File: config.mk
export PLATFORM = sky130hd
export DESIGN_NAME = gpio16_edge_irq
export DESIGN_NICKNAME = d
export VERILOG_FILES = /design/src/rtl/gpio16_pkg.sv /design/src/rtl/gpio16_sync.sv /design/src/rtl/gpio16_edge_latch.sv /design/src/rtl/gpio16_regs.sv /design/src/rtl/gpio16_edge_irq.sv
export SDC_FILE = /design/constraint.sdc
export NUM_CORES = 1
export LEC_CHECK = 0
export ABC_AREA = 1
export BUFFER_PORTS_ARGS = -buffer_cell sky130_fd_sc_hd__buf_2
export CAP_MARGIN = 15
export CORE_UTILIZATION = 45
export CTS_CLUSTER_DIAMETER = 150
export DETAILED_ROUTE_END_ITERATION = 8
export GPL_ROUTABILITY_DRIVEN = 0
export SLEW_MARGIN = 25
export SYNTH_ARGS = -nofsm -noshare
export SYNTH_HDL_FRONTEND = slang
export SYNTH_HIERARCHICAL = 1
export SYNTH_SLANG_ARGS = --single-unit
File: constraint.sdc
create_clock -name clk -period 1.36 [get_ports clk]
set_input_delay 0.136 -clock clk [delete_from_list [all_inputs] [get_ports clk]]
set_output_delay 0.136 -clock clk [all_outputs]
set_load 0.01 [all_outputs]
File: src/rtl/gpio16_pkg.sv
package gpio16_pkg;
  localparam int ADDR_W = 8;

  localparam logic [ADDR_W-1:0] OFF_LEVEL = 8'h00;
  localparam logic [ADDR_W-1:0] OFF_DRIVE = 8'h04;
  localparam logic [ADDR_W-1:0] OFF_DIR   = 8'h08;
  localparam logic [ADDR_W-1:0] OFF_POL   = 8'h0C;
  localparam logic [ADDR_W-1:0] OFF_MASK  = 8'h10;
  localparam logic [ADDR_W-1:0] OFF_FLAG  = 8'h14;
  localparam logic [ADDR_W-1:0] OFF_PEN   = 8'h18;

  typedef enum logic [1:0] {
    SZ_BYTE = 2'd0,
    SZ_HALF = 2'd1,
    SZ_WORD = 2'd2,
    SZ_RSVD = 2'd3
  } acc_size_e;
endpackage

File: src/rtl/gpio16_sync.sv
module gpio16_sync #(
  parameter int W      = 16,
  parameter int STAGES = 2
) (
  input  logic         clk,
  input  logic         rst_n,
  input  logic [W-1:0] d,
  output logic [W-1:0] q
);
  logic [STAGES-1:0][W-1:0] chain;

  always_ff @(posedge clk or negedge rst_n) begin
    if (!rst_n) begin
      chain <= '0;
    end else begin
      chain[0] <= d;
      for (int k = 1; k < STAGES; k++) chain[k] <= chain[k-1];
    end
  end

  assign q = chain[STAGES-1];
endmodule

File: src/rtl/gpio16_edge_latch.sv
module gpio16_edge_latch #(
  parameter int W = 16
) (
  input  logic         clk,
  input  logic         rst_n,
  input  logic [W-1:0] level,
  input  logic [W-1:0] dir,
  input  logic [W-1:0] pol,
  input  logic [W-1:0] mask,
  input  logic         clr_en,
  input  logic [W-1:0] clr_vec,
  output logic [W-1:0] status,
  output logic         irq
);
  logic [W-1:0] prev_q, hit, status_q, status_n;
  logic         irq_q;

  // per-pin edge selection
  for (genvar p = 0; p < W; p++) begin : g_pin
    logic rise, fall;
    assign rise   = level[p] & ~prev_q[p];
    assign fall   = ~level[p] & prev_q[p];
    assign hit[p] = dir[p] & ~mask[p] & (pol[p] ? rise : fall);
  end

  // new events win over a clear in the same cycle
  always_comb status_n = (status_q & ~(clr_en ? clr_vec : '0)) | hit;

  always_ff @(posedge clk or negedge rst_n) begin
    if (!rst_n) begin
      prev_q   <= '0;
      status_q <= '0;
      irq_q    <= 1'b0;
    end else begin
      prev_q   <= level;
      status_q <= status_n;
      irq_q    <= |status_n;
    end
  end

  assign status = status_q;
  assign irq    = irq_q;


  gated_set_chk: assert property (@(posedge clk) disable iff (!rst_n)
    ((status_q & ~$past(status_q)) & ~($past(dir) & ~$past(mask))) == '0);

  clear_chk: assert property (@(posedge clk) disable iff (!rst_n)
    clr_en |=> ((status_q & $past(clr_vec) & ~$past(hit)) == '0));

  irq_low_chk: assert property (@(posedge clk) disable iff (!rst_n)
    (status_q == '0) |-> !irq_q);

  irq_high_chk: assert property (@(posedge clk) disable iff (!rst_n)
    (status_q != '0) |-> irq_q);
endmodule

File: src/rtl/gpio16_regs.sv
module gpio16_regs
  import gpio16_pkg::*;
#(
  parameter int W = 16
) (
  input  logic              clk,
  input  logic              rst_n,
  input  logic              bus_sel,
  input  logic              bus_we,
  input  logic [ADDR_W-1:0] bus_addr,
  input  logic [1:0]        bus_size,
  input  logic [W-1:0]      bus_wdata,
  output logic [W-1:0]      bus_rdata,
  input  logic [W-1:0]      level,
  input  logic [W-1:0]      status,
  output logic [W-1:0]      dir,
  output logic [W-1:0]      pol,
  output logic [W-1:0]      mask,
  output logic              clr_en,
  output logic [W-1:0]      clr_vec,
  output logic [W-1:0]      drive,
  output logic [W-1:0]      oe
);
  logic acc_ok, wr, rd;
  logic [W-1:0] dout_q, dir_q, pol_q, mask_q, pen_q;
  logic [W-1:0] dout_n, dir_n, pol_n, mask_n, pen_n;
  logic [W-1:0] drv_q, rmux, rdata_q;

  assign acc_ok = bus_sel && (bus_size == SZ_HALF);
  assign wr     = acc_ok && bus_we;
  assign rd     = acc_ok && !bus_we;

  always_comb begin
    dout_n = dout_q;
    dir_n  = dir_q;
    pol_n  = pol_q;
    mask_n = mask_q;
    pen_n  = pen_q;
    if (wr) begin
      case (bus_addr)
        OFF_DRIVE: dout_n = bus_wdata;
        OFF_DIR:   dir_n  = bus_wdata;
        OFF_POL:   pol_n  = bus_wdata;
        OFF_MASK:  mask_n = bus_wdata;
        OFF_PEN:   pen_n  = bus_wdata;
        default:   ;
      endcase
    end
  end

  assign clr_en  = wr && (bus_addr == OFF_FLAG);
  assign clr_vec = bus_wdata;

  always_comb begin
    case (bus_addr)
      OFF_LEVEL: rmux = level & pen_q;
      OFF_DRIVE: rmux = dout_q;
      OFF_DIR:   rmux = dir_q;
      OFF_POL:   rmux = pol_q;
      OFF_MASK:  rmux = mask_q;
      OFF_FLAG:  rmux = status;
      OFF_PEN:   rmux = pen_q;
      default:   rmux = '0;
    endcase
  end

  always_ff @(posedge clk or negedge rst_n) begin
    if (!rst_n) begin
      dout_q  <= '1;
      dir_q   <= '1;
      pol_q   <= '1;
      mask_q  <= '1;
      pen_q   <= '1;
      drv_q   <= '0;
      rdata_q <= '0;
    end else begin
      dout_q <= dout_n;
      dir_q  <= dir_n;
      pol_q  <= pol_n;
      mask_q <= mask_n;
      pen_q  <= pen_n;
      drv_q  <= dout_n & ~dir_n;
      if (bus_sel && !bus_we) rdata_q <= rd ? rmux : '0;
    end
  end

  assign bus_rdata = rdata_q;
  assign dir       = dir_q;
  assign pol       = pol_q;
  assign mask      = mask_q;
  assign drive     = drv_q;
  assign oe        = ~dir_q;


  drive_oe_chk: assert property (@(posedge clk) disable iff (!rst_n)
    (drive & ~oe) == '0);

  bad_width_chk: assert property (@(posedge clk) disable iff (!rst_n)
    (bus_sel && bus_we && bus_size != SZ_HALF) |=>
      ($stable(dir_q) && $stable(dout_q) && $stable(mask_q) && $stable(pol_q) && $stable(pen_q)));

  dir_write_chk: assert property (@(posedge clk) disable iff (!rst_n)
    (wr && bus_addr == OFF_DIR) |=> (oe == ~$past(bus_wdata)));
endmodule

File: src/rtl/gpio16_edge_irq.sv
module gpio16_edge_irq
  import gpio16_pkg::*;
#(
  parameter int W = 16
) (
  input  logic              clk,
  input  logic              rst_n,
  input  logic              bus_sel,
  input  logic              bus_we,
  input  logic [ADDR_W-1:0] bus_addr,
  input  logic [1:0]        bus_size,
  input  logic [W-1:0]      bus_wdata,
  output logic [W-1:0]      bus_rdata,
  input  logic [W-1:0]      pin_in,
  output logic [W-1:0]      pin_out,
  output logic [W-1:0]      pin_oe,
  output logic              irq
);
  logic [W-1:0] level, status, dir, pol, mask, clr_vec;
  logic         clr_en;

  gpio16_sync #(.W(W), .STAGES(2)) u_sync (
    .clk(clk), .rst_n(rst_n), .d(pin_in), .q(level)
  );

  gpio16_edge_latch #(.W(W)) u_latch (
    .clk(clk), .rst_n(rst_n), .level(level), .dir(dir), .pol(pol),
    .mask(mask), .clr_en(clr_en), .clr_vec(clr_vec),
    .status(status), .irq(irq)
  );

  gpio16_regs #(.W(W)) u_regs (
    .clk(clk), .rst_n(rst_n), .bus_sel(bus_sel), .bus_we(bus_we),
    .bus_addr(bus_addr), .bus_size(bus_size), .bus_wdata(bus_wdata),
    .bus_rdata(bus_rdata), .level(level), .status(status),
    .dir(dir), .pol(pol), .mask(mask), .clr_en(clr_en), .clr_vec(clr_vec),
    .drive(pin_out), .oe(pin_oe)
  );
endmodule

# Word level (Yosys, flattened, before mapping)
# Index checks and enable logic that the tools add are counted.
[totals]
reg_bits = 177
input_bits = 46
output_inout_bits = 49
[classes]
bitwise_logic = 119
eq_ne = 7
mux = 23
n_reduce_logical = 11
[op_table]
columns = ["op", "n"]
rows = [
  ["$pmux W16 S7", 1],
  ["$mux W16", 6],
  ["$and A1 B1 Y1", 64],
  ["$and A16 B16 Y16", 3],
  ["$not A1 Y1", 48],
  ["$not A16 Y16", 3],
  ["$eq A8 B5 Y1 const B", 3],
  ["$eq A8 B4 Y1 const B", 2],
  ["$mux W1", 16],
  ["$or A16 B16 Y16", 1],
  ["$reduce_or A16 Y1", 1],
  ["$eq A8 B3 Y1 const B", 1],
  ["$logic_not A8 Y1", 1],
  ["$reduce_and A2 Y1", 3],
  ["$logic_and A1 B1 Y1", 5],
  ["$eq A2 B1 Y1 const B", 1],
  ["$logic_not A1 Y1", 1],
]

# Logic depth before layout (Yosys ltp)
[logic_depth]
depth_word = 9
ltp_mapped = 14
depth_no_buf = 11

# By module
# Netlist, hierarchy kept.
[by_module_without_submodules]
columns = ["module", "cells_per_inst", "area_per_inst_um2", "instances"]
rows = [
  ["gpio16_regs", 710, 5705.5, 1],
  ["gpio16_edge_latch", 224, 1660.3, 1],
  ["gpio16_sync", 48, 920.9, 1],
]

# Least setup slack after synthesis
# OpenSTA, ideal clock, no wires.
[synth_path]
path_kind = "input to register"
startpoint = "input bus_addr[0]"
endpoint = "register u_latch.irq_q, in the netlist u_latch/irq"
path_slack_ns = -0.195
required_ns = 1.241
cell_stages = 14
n_path_buf = 3
setup_time_ns = 0.119
t_arrival_ns = 1.436
cell_sequence = "inv_2 > nand2_4 > nor2_4 > buf_2 > and3_1 > buf_6 > buf_12 > nand2_1 > nand2_1 > nand2_2 > nor2_2 > nand2_1 > nor2_1 > nand2_1"
[synth_via]
elab_chain_cells = 7
[synth_rtl]
columns = ["item", "line_no", "text"]
rows = [
  ["start, declared", "gpio16_edge_irq.sv:10", "input logic [ADDR_W-1:0] bus_addr,"],
  ["$eq A8 B5 Y1", "gpio16_regs.sv:51", "assign clr_en = wr && (bus_addr == OFF_FLAG);"],
  ["$logic_and A1 B1 Y1", "gpio16_regs.sv:51", ""],
  ["via clr_en", "gpio16_edge_irq.sv:20", "logic clr_en;"],
  ["$mux W16", "gpio16_edge_latch.sv:27", "always_comb status_n = (status_q & ~(clr_en ? clr_vec : '0)) | hit;"],
  ["$not A16 Y16", "gpio16_edge_latch.sv:27", ""],
  ["$and A16 B16 Y16", "gpio16_edge_latch.sv:27", ""],
  ["$or A16 B16 Y16", "gpio16_edge_latch.sv:27", ""],
  ["via u_latch.status_n[7]", "gpio16_edge_latch.sv:15", "logic [W-1:0] prev_q, hit, status_q, status_n;"],
  ["$reduce_or A16 Y1", "gpio16_edge_latch.sv:37", "irq_q <= |status_n;"],
  ["end signal, assigned", "gpio16_edge_latch.sv:37", ""],
  ["end, declared", "gpio16_edge_latch.sv:16", "logic irq_q;"],
]
# The timed path passes the listed nets, and every way through them passes these cells.
# A chain may end at the register's enable or synchronous reset.

# Final worst setup path
[layout_path]
startpoint = "register u_regs.dir_q[2], in the netlist u_regs/dir[2]"
endpoint = "output pin_oe[2]"
[layout_via]
elab_chain_cells = 1
[layout_rtl]
columns = ["item", "line_no", "text"]
rows = [
  ["start, declared", "gpio16_regs.sv:25", "logic [W-1:0] dout_q, dir_q, pol_q, mask_q, pen_q;"],
  ["start signal, assigned", "gpio16_regs.sv:78", "dir_q <= dir_n;"],
  ["$not A16 Y16", "gpio16_regs.sv:92", "assign oe = ~dir_q;"],
  ["end, declared", "gpio16_edge_irq.sv:16", "output logic [W-1:0] pin_oe,"],
]
# No other way between the ends.

==> flow_metrics.env <==
export IMPL_outcome="completed"
export IMPL_gr_usage_all_layers=0.230
export IMPL_synth_area_leader_cell="dfrtp_1"
export IMPL_rows=49
export IMPL_antenna_found_initial=0
export IMPL_slew_violations=0
export IMPL_drv_cap=0
export IMPL_path_buf_inv=2
export IMPL_final_util=0.562
export IMPL_design_area_um2=10100
export IMPL_core_area_um2=18000
export IMPL_setup_tns_ns=0
export IMPL_num_vias=6580
export IMPL_yosysTopAreaCellShare=0.293
export IMPL_grt_pass1_vias=6097
export IMPL_drive_above_1_share=0.282
export IMPL_async_flop_share=1.00
export IMPL_route_detailed_drc=0
export IMPL_synth_edff_count=0
export IMPL_clock_latency_ns=0.43
export IMPL_ant_nets=0
export IMPL_crit_required_ns=1.22
export IMPL_synthTopCellsByCount="290 x nand2_1, 113 x nand3_1, 109 x inv_1"
export IMPL_fmax_mhz=763
export IMPL_die_width_um=138
export IMPL_clkTransAtPathRegs_ns=0.07
export IMPL_syn_nets=1028
export IMPL_via_per_inst=4.87
export IMPL_path_max_fanout=4
export IMPL_grt_overflow=0
export IMPL_yosysMostFrequentCell="nand2_1"
export IMPL_rsz0062_at_grt="false"
export IMPL_cp_slowest_stage_delay_ns=0.57
export IMPL_cts_sinks=177
export IMPL_min_path_type="primary input to flop"
export IMPL_numPortBuffers=94
export IMPL_ys_warn_count=6
export IMPL_ys_flop_type="dfrtp_1"
export IMPL_peakVddDrop_mv=1.10
export IMPL_wire_per_inst_um=14.9
export IMPL_syn_avg_cell_area_um2=8.44
export IMPL_synthCells=982
export IMPL_synthTopCellsByArea="dfrtp_1 29%, dfstp_2 25%, nand2_1 13%"
export IMPL_grt_max_degree=42
export IMPL_grt_pass1_wl_um=32300
export IMPL_syn_area_um2=8290
export IMPL_worstMarginPinSlew_ns=0.466
export IMPL_finClkSkew_ns=0.00940
export IMPL_crit_family="flip-flops"
export IMPL_endpoint_kind="primary output"
export IMPL_crit_type="flop to primary output"
export IMPL_p_per_area_nw_per_um2=1070
export IMPL_start_kind="flop"
export IMPL_num_io_pins=95
export IMPL_leakage_nw=4.71
export IMPL_crit_chain="inv_1 -> buf_2"
export IMPL_antenna_cells=0
export IMPL_yosysSeqAreaShare=0.547
export IMPL_die_h_um=138
export IMPL_critPathArrivalTime_ns=1.17
export IMPL_root_buffer="clkbuf_16"
export IMPL_routed_wl_um=20200
export IMPL_power_total_mw=10.8
export IMPL_area_growth_pct=22.2
export IMPL_crit_slowest_cell="dfstp_2"
export IMPL_cts_buffers=17
export IMPL_drt_initial_drc_count=533
export IMPL_htreeDepth=4
export IMPL_drt_pass1_iterations=5
export IMPL_finalCritPeriodShare=0.964
export IMPL_die_area_um2=19000
export IMPL_cts_tree="yes"
export IMPL_ys_ff_latch=177
export IMPL_clockBufferDepth=2
export IMPL_ys_types=25
export IMPL_hold_viol_final=0
export IMPL_relSlewSlack=0.690
export IMPL_finalSetupViolCount=0
export IMPL_start_util=0.460
export IMPL_nets=1156
export IMPL_min_period_ns=1.31
export IMPL_placed_area_um2=9230
export IMPL_dp_hpwl_um=14000
==> per-stage QoR <==
step | worst slack [ns] | hold WS [ns] | std cells
global placement | -0.196 | 0.107 | 1287
CTS | 0.0265 | 0.00458 | 1350
detailed placement | -0.227 | 0.105 | 1287
global route | 0.00101 | 0.0326 | 1352
floorplan | -0.134 | -0.160 | 982
finish | 0.0496 | 0.0291 | 1352
==> placed cells by master, fill, tap and decap left out, types with 8 or more instances in the layout <==
cell           netlist  routed
dfstp_2             80      80
buf_4               38      35
inv_1              109     109
dfrtp_1             97      97
clkbuf_16            0      17
nand3_1            113     112
nand2_2             17      20
o21bai_1             8       8
buf_2               23      93
nor2_1              90      88
o21ai_2             15      15
nand2_1            290     287
o21ai_1             65      65
dlygate4sd3_1        0      31
buf_12               1      19
==> sequential cells by signal, summed over array words and instances (netlist names) <==
signal and cells:
u_regs/drive 16, u_latch/irq 1, u_sync/q 16, u_latch/status 16
u_regs/bus_rdata 16, u_regs/dout_q 16, u_regs/dir 16, u_latch/prev_q 16
u_regs/pol 16, u_sync/chain 16, u_regs/pen_q 16, u_regs/mask 16
==> logic make-up after synthesis <==
logic type | count (synthesis) | share of synthesized area
flip-flops | 177 | 0.547
buffers and inverters | 186 | 0.111
AND/OR/NAND/NOR | 526 | 0.277
AO/OA/AOI/OAI | 93 | 0.0654
==> final timing paths <==
check,from,to,slack (ns),cells past startpoint
setup / recovery,u_regs/dir[2],pin_oe[2],0.05,2
max in group asynchronous,rst_n,u_regs/pen_q[7],0.50,3
setup reg to reg,u_regs/pol[6],u_latch/irq,0.12,7
hold / removal,bus_wdata[12],u_regs/dout_q[12],0.03,3
min in group asynchronous,rst_n,u_regs/drive[13],0.22,2
hold reg to reg,u_sync/chain[3],u_sync/q[3],0.34,0
==> metal layers <==
metal	routed length [um]	track usage
met1	9750	0.326
met2	9250	0.359
met3	946	0.0442
met4	227	0.0622
met5	0	0
==> power by group <==
group,switching (mW),internal [mW]
Clock,2.02,2.67
Sequential,0.0634,5.40
Combinational,0.396,0.258
==> tightest hold or removal path, stage by stage <==
cell	delay, ns
buf_2	0.12
o21ai_1	0.10
inv_1	0.07
==> timing repair <==
item / 4_1_cts / 5_1_grt
endpoints found under the setup margin: 0 / 1
gates resized for setup: 0 / 4
hold buffers: 31 / 0
endpoints found under the hold margin: 65 / 0
buffers inserted: 0 / 2
==> cell type report <==
type	count	area [um^2]
repair buffers	179	1430
multi-input cells	619	2870
inverters	116	450
flip-flops and latches	177	4530
clock inverters	8	80.1
well taps	229	287
fillers	1675	7900
clock buffers	24	482
No activity file was read; power rests on OpenSTA's default activity.
